--- config.mk ---
export PLATFORM = sky130hd
export DESIGN_NAME = pcsamp_dbg_regs
export DESIGN_NICKNAME = d
export VERILOG_FILES = /design/src/rtl/pcsamp_dbg_regs.sv
export SDC_FILE = /design/constraint.sdc
export NUM_CORES = 1
export LEC_CHECK = 0
export BUFFER_PORTS_ARGS = -buffer_cell sky130_fd_sc_hd__buf_2
export CORE_MARGIN = 8
export CORE_UTILIZATION = 49
export CTS_BUF_LIST = sky130_fd_sc_hd__clkbuf_8
export CTS_CLUSTER_DIAMETER = 40
export CTS_CLUSTER_SIZE = 12
export DETAILED_ROUTE_END_ITERATION = 12
export HOLD_SLACK_MARGIN = 0.02
export MAX_ROUTING_LAYER = met4
export PLACE_DENSITY = 0.92
export SLEW_MARGIN = 20
export SYNTH_ARGS = -nofsm -noshare
export SYNTH_HDL_FRONTEND = slang
export SYNTH_SLANG_ARGS = --single-unit
export TNS_END_PERCENT = 1
--- constraint.sdc ---
create_clock -name clk -period 2.03 [get_ports clk]
set_input_delay 0.1015 -clock clk [delete_from_list [all_inputs] [get_ports clk]]
set_output_delay 0.1015 -clock clk [all_outputs]
set_load 0.05 [all_outputs]
--- src/rtl/pcsamp_dbg_regs.sv ---
module pcsamp_dbg_regs #(
  parameter int ADDR_W = 12,
  parameter int DATA_W = 32,
  parameter logic [3:0] SAMPLE_MODE = 4'd3,
  parameter logic [3:0] PC_OFFSET_MODE = 4'd1
) (
  input  logic                  clk,
  input  logic                  rst_n,
  input  logic                  psel,
  input  logic                  penable,
  input  logic                  pwrite,
  input  logic [ADDR_W-1:0]     paddr,
  input  logic [DATA_W-1:0]     pwdata,
  output logic [DATA_W-1:0]     prdata,
  output logic                  pready,
  input  logic [2*DATA_W-1:0]   core_pc,
  input  logic [DATA_W-1:0]     core_ctxid,
  input  logic [DATA_W-1:0]     core_vmstate,
  input  logic                  core_prohibit,
  input  logic                  core_pwr_good,
  input  logic                  core_dlock,
  output logic                  pwr_up_req
);
  localparam logic [ADDR_W-1:0] A_PCLO  = ADDR_W'(12'h0A0);
  localparam logic [ADDR_W-1:0] A_CTX   = ADDR_W'(12'h0A4);
  localparam logic [ADDR_W-1:0] A_VM    = ADDR_W'(12'h0A8);
  localparam logic [ADDR_W-1:0] A_PCHI  = ADDR_W'(12'h0AC);
  localparam logic [ADDR_W-1:0] A_OSL   = ADDR_W'(12'h300);
  localparam logic [ADDR_W-1:0] A_PCTL  = ADDR_W'(12'h310);
  localparam logic [ADDR_W-1:0] A_PSTAT = ADDR_W'(12'h314);
  localparam logic [ADDR_W-1:0] A_ID1   = ADDR_W'(12'hFC4);
  localparam logic [ADDR_W-1:0] A_ID0   = ADDR_W'(12'hFC8);
  localparam bit HAS_CTX = SAMPLE_MODE >= 4'd2;
  localparam bit HAS_VM  = SAMPLE_MODE == 4'd3;

  logic [DATA_W-1:0] hi_q, ctx_q, vm_q;
  logic              up_q, npd_q, oslk_q;

  wire rd_en   = psel & penable & ~pwrite;
  wire wr_en   = psel & penable & pwrite;
  wire allowed = core_pwr_good & ~core_dlock;
  wire is_smp  = (paddr == A_PCLO) | (paddr == A_CTX) | (paddr == A_VM) | (paddr == A_PCHI);
  wire capture = rd_en & (paddr == A_PCLO) & allowed & ~core_prohibit;

  assign pready     = 1'b1;
  assign pwr_up_req = up_q | npd_q;

  always_ff @(posedge clk) begin
    if (!rst_n) begin
      hi_q   <= '0;
      ctx_q  <= '0;
      vm_q   <= '0;
      up_q   <= 1'b0;
      npd_q  <= 1'b0;
      oslk_q <= 1'b1;
    end else begin
      if (capture) begin
        hi_q  <= core_pc[2*DATA_W-1:DATA_W];
        ctx_q <= HAS_CTX ? core_ctxid : '0;
        vm_q  <= HAS_VM ? core_vmstate : '0;
      end
      if (wr_en && paddr == A_PCTL) begin
        up_q  <= pwdata[3];
        npd_q <= pwdata[0];
      end
      if (wr_en && paddr == A_OSL)
        oslk_q <= (pwdata != '0) & pwdata[0];
    end
  end

  always_comb begin
    prdata = '0;
    if (rd_en) begin
      if (is_smp && !allowed) prdata = '0;
      else case (paddr)
        A_PCLO:  prdata = core_prohibit ? '1 : core_pc[DATA_W-1:0];
        A_CTX:   prdata = ctx_q;
        A_VM:    prdata = vm_q;
        A_PCHI:  prdata = hi_q;
        A_PCTL:  prdata = DATA_W'({up_q, 2'b00, npd_q});
        A_PSTAT: prdata = DATA_W'({core_dlock, oslk_q, 4'b0000, core_pwr_good});
        A_ID1:   prdata = DATA_W'(PC_OFFSET_MODE);
        A_ID0:   prdata = DATA_W'(SAMPLE_MODE);
        default: prdata = '0;
      endcase
    end
  end

  assert_capture_R3: assert property (@(posedge clk) disable iff (!rst_n)
    capture |=> (hi_q == $past(core_pc[2*DATA_W-1:DATA_W])));
  assert_hold_R3: assert property (@(posedge clk) disable iff (!rst_n)
    !(rd_en && paddr == A_PCLO) |=> $stable(hi_q) && $stable(ctx_q) && $stable(vm_q));
  assert_prohibit_R4: assert property (@(posedge clk) disable iff (!rst_n)
    (rd_en && paddr == A_PCLO && allowed && core_prohibit) |-> prdata == '1);
  assert_blocked_R5: assert property (@(posedge clk) disable iff (!rst_n)
    (rd_en && is_smp && !allowed) |-> prdata == '0);
  assert_pwrreq_R6: assert property (@(posedge clk) disable iff (!rst_n)
    (wr_en && paddr == A_PCTL) |=> pwr_up_req == ($past(pwdata[3]) | $past(pwdata[0])));
  assert_osl_clear_R8: assert property (@(posedge clk) disable iff (!rst_n)
    (wr_en && paddr == A_OSL && pwdata == '0) |=> !oslk_q);
endmodule

==> impl_metrics.sql <==
INSERT INTO impl_metrics (metric_group, metric, value, unit) VALUES
('outcome', 'run_status', 'finished, violations left', ''),
('outcome', 'violations', 'setup timing', ''),
('sta', 'worst_clock_skew', '0', 'ns'),
('synth', 'async_reset_ff_share', '0', '%'),
('floorplan', 'die_width', '117', 'um'),
('clocking', 'clk_pin_slew_worst_paths', '0.10', 'ns'),
('detailed_routing', 'drc', '0', ''),
('clocking', 'clock_tree_from_tritoncts', 'built', ''),
('power_and_ir_drop', 'irDropWorstVdd', '0.387', 'mV'),
('detailed_routing', 'routed_wl', '21.6', 'mm'),
('clocking', 'tritoncts_num_sinks', '99', ''),
('clocking', 'clock_tree.htree_level_count', '3', ''),
('cells_and_area', 'multiInputGateArea', '0.00297', 'mm^2'),
('power_and_ir_drop', 'power_per_cell_area', '480', 'mW/mm^2'),
('synth', 'synth_seq_area_share', '40.0', '%'),
('synth', 'dominant_cell_type_by_area_after_synthesis', 'sky130_fd_sc_hd__dfxtp_1', ''),
('place', 'io_buffers', '182', ''),
('synth', 'synth-main-ff-cell', 'sky130_fd_sc_hd__dfxtp_1', ''),
('floorplan', 'num_rows', '36', ''),
('sta', 'max_slew.worst_pin.slew', '0.597', 'ns'),
('sta', 'timing_max_transition_violations_final', '0', ''),
('cells_and_area', 'layout_common_cells', 'sky130_fd_sc_hd__nand2_1, sky130_fd_sc_hd__buf_2, sky130_fd_sc_hd__dfxtp_1, sky130_fd_sc_hd__dlygate4sd3_1, sky130_fd_sc_hd__a21boi_0', ''),
('sta', 'total_negative_setup_slacks', '-1.04', 'ns'),
('detailed_routing', 'drt-met1-wl', '7.39', 'mm'),
('detailed_routing', 'detailroute.wirelength.met3', '2.27', 'mm'),
('clocking', 'root_buffer', 'sky130_fd_sc_hd__clkbuf_8', ''),
('synth', 'synth_seq_cells', '99', ''),
('synth', 'synthDistinctLibCells', '51', ''),
('cells_and_area', 'final_net_count', '1110', ''),
('cells_and_area', 'finish.cell_count_without_fillers', '1069', ''),
('setup_path', 'critPathMaxFanout', '7', ''),
('cells_and_area', 'syn2layout_area_growth', '60.5', '%'),
('detailed_routing', 'route.detailed.wl_per_inst', '20.2', 'um'),
('cells_and_area', 'fraction_of_the_core_area_covered_by_cells_at_the_end_of_the_flow', '81.0', '%'),
('grt', 'wire_length_of_the_first_global_routing_pass', '31.8', 'mm'),
('setup_path', 'crit_arrival', '2.01', 'ns'),
('cells_and_area', 'regArea', '0.00198', 'mm^2'),
('sta', 'total_of_endpoints_with_negative_setup_slack_in_the_final_report', '30', ''),
('grt', 'grtUsageTotal', '30.5', '%'),
('setup_path', 'critical_path.startpoint_type', 'input pin', ''),
('place', 'place_ws', '-0.234', 'ns'),
('clocking', 'cts_max_path_buffers', '2', ''),
('synth', 'postSynthCellCount', '661', ''),
('grt', 'first_global_vias', '6437', ''),
('power_and_ir_drop', 'power_leakage', '2.81', 'nW'),
('grt', 'grt_antenna_before_repair', '0', ''),
('detailed_routing', 'met2_length', '10.8', 'mm'),
('floorplan', 'die_h', '117', 'um'),
('sta', 'worst_slack', '-0.0778', 'ns'),
('synth', 'synth_area_per_cell', '7.50', 'um^2'),
('synth', 'synth.area.top_cells', 'sky130_fd_sc_hd__dfxtp_1, sky130_fd_sc_hd__nand2_1, sky130_fd_sc_hd__a21boi_0', ''),
('detailed_routing', 'vias_per_cell', '5.90', ''),
('floorplan', 'core_area', '0.00982', 'mm^2'),
('synth', 'netlist.area_leader.share', '40.0', '%'),
('place', 'place.detailed.instances', '949', ''),
('cells_and_area', 'final_common_cell', 'sky130_fd_sc_hd__nand2_1', ''),
('place', 'routabilityCongestion', '0.877', ''),
('clocking', 'numCtsBuffers', '9', ''),
('clocking', 'clk_latency', '0.35', 'ns'),
('setup_path', 'cp-end-kind', 'output port', ''),
('setup_path', 'timing_worst_setup_path_type', 'input pin to output port', ''),
('detailed_routing', 'drtAntennaViolNets', '0', ''),
('grt', 'grt.overflow.total', '0', ''),
('power_and_ir_drop', 'design_power_total', '3.82', 'mW'),
('detailed_routing', 'highest_layer', 'met4', ''),
('cells_and_area', 'final.fill_count', '551', ''),
('sta', 'timing.final.hold_violations', '0', ''),
('synth', 'synth.net_count', '841', ''),
('floorplan', 'initial_utilization', '50.5', '%'),
('synth', 'synth_warnings', '0', ''),
('sta', 'maximum_clock_frequency', '0.474', 'GHz');
## power by group
group          internal, mW  switching [mW]  leakage (nW)
combinational         0.285           0.190          1.90
clock                 0.694           0.712         0.112
sequential             1.94      0.00000579         0.797
## flip-flops by register name, indices dropped and copies added, names as in the netlist
signal,count
up_q,1
vm_q,32
npd_q,1
ctx_q,32
oslk_q,1
hi_q,32
## what timing repair did
| action | CTS | global route |
|---|---|---|
| endpoints found under the setup margin | 32 | 32 |
| resized for setup | 91 | 36 |
| hold endpoints to repair | 96 | 0 |
| setup buffers | 3 | 2 |
| hold buffers | 95 | 0 |
| pin swaps | 8 | 13 |
| cloned | 2 | 1 |
## kinds of logic (layout without fill, tap and decap cells)
kind of cell	after synthesis	after routing	share of synthesized area [%]
other	1	2	0.0756
muxes	3	3	0.631
and+or+nand+nor	295	295	25.0
AOI/OAI and AO/OA	204	204	28.8
buffers and inverters	59	333	5.45
DFF	99	99	40.0
## per-layer routing
metal	GRT usage [%]	vias up
li1	-	2785
met1	32.1	2888
met2	52.1	503
met3	7.24	126
met4	16.9	0
met5	-	-
## synth_stat cells, types with 2 or more instances
master / count
sky130_fd_sc_hd__a21boi_0: 80
sky130_fd_sc_hd__a21boi_1: 17
sky130_fd_sc_hd__a21oi_1: 31
sky130_fd_sc_hd__a21oi_2: 3
sky130_fd_sc_hd__a221oi_1: 29
sky130_fd_sc_hd__buf_2: 15
sky130_fd_sc_hd__buf_4: 2
sky130_fd_sc_hd__buf_6: 3
sky130_fd_sc_hd__clkbuf_1: 37
sky130_fd_sc_hd__dfxtp_1: 99
sky130_fd_sc_hd__mux2i_1: 2
sky130_fd_sc_hd__nand2_1: 233
sky130_fd_sc_hd__nand2b_1: 3
sky130_fd_sc_hd__nand4_1: 2
sky130_fd_sc_hd__nor2_1: 25
sky130_fd_sc_hd__nor2_2: 7
sky130_fd_sc_hd__nor2b_1: 2
sky130_fd_sc_hd__nor3_1: 3
sky130_fd_sc_hd__nor4_1: 3
sky130_fd_sc_hd__o21ai_0: 33
sky130_fd_sc_hd__or2_2: 2
## layout make-up
| cell class | instances | share of cell area (%) |
|---|---|---|
| antenna | 1 | 0.0315 |
| clock buffer | 9 | 1.56 |
| clock inverter | 7 | 1.16 |
| inverter | 1 | 0.0472 |
| multi-input combinational | 503 | 37.4 |
| sequential | 99 | 24.9 |
| tap | 133 | 2.09 |
| timing repair buffer | 316 | 32.8 |
## path summary, 6_finish.rpt
path / cells after the start / from / end / slack (ns)
setup reg to reg: 2 / ctx_q[24] / ctx_q[24] / 1.26
setup / recovery: 9 / paddr[4] / prdata[29] / -0.08
hold / removal: 3 / core_ctxid[23] / ctx_q[23] / 0.04
hold reg to reg: 2 / vm_q[22] / vm_q[22] / 0.46
## worst max-delay path, cell delays in order
cell and delay [ns]:
sky130_fd_sc_hd__buf_8 0.08, sky130_fd_sc_hd__buf_6 0.09, sky130_fd_sc_hd__or2b_4 0.25, sky130_fd_sc_hd__or4_4 0.54, sky130_fd_sc_hd__o22ai_4 0.19, sky130_fd_sc_hd__o21ai_4 0.10
sky130_fd_sc_hd__bufbuf_16 0.31, sky130_fd_sc_hd__nor2_2 0.15, sky130_fd_sc_hd__buf_6 0.18
## stage by stage
step / hold slack [ns] / area (um^2)
3_5_place_dp: 0.344 / 6200
2_1_floorplan: 0.230 / 5020
6_report: 0.0422 / 7960
3_3_place_gp: 0.343 / 6200
5_1_grt: 0.0456 / 7950
4_1_cts: 0.0213 / 7780
Note: power is estimated with default switching activity, not from simulation.
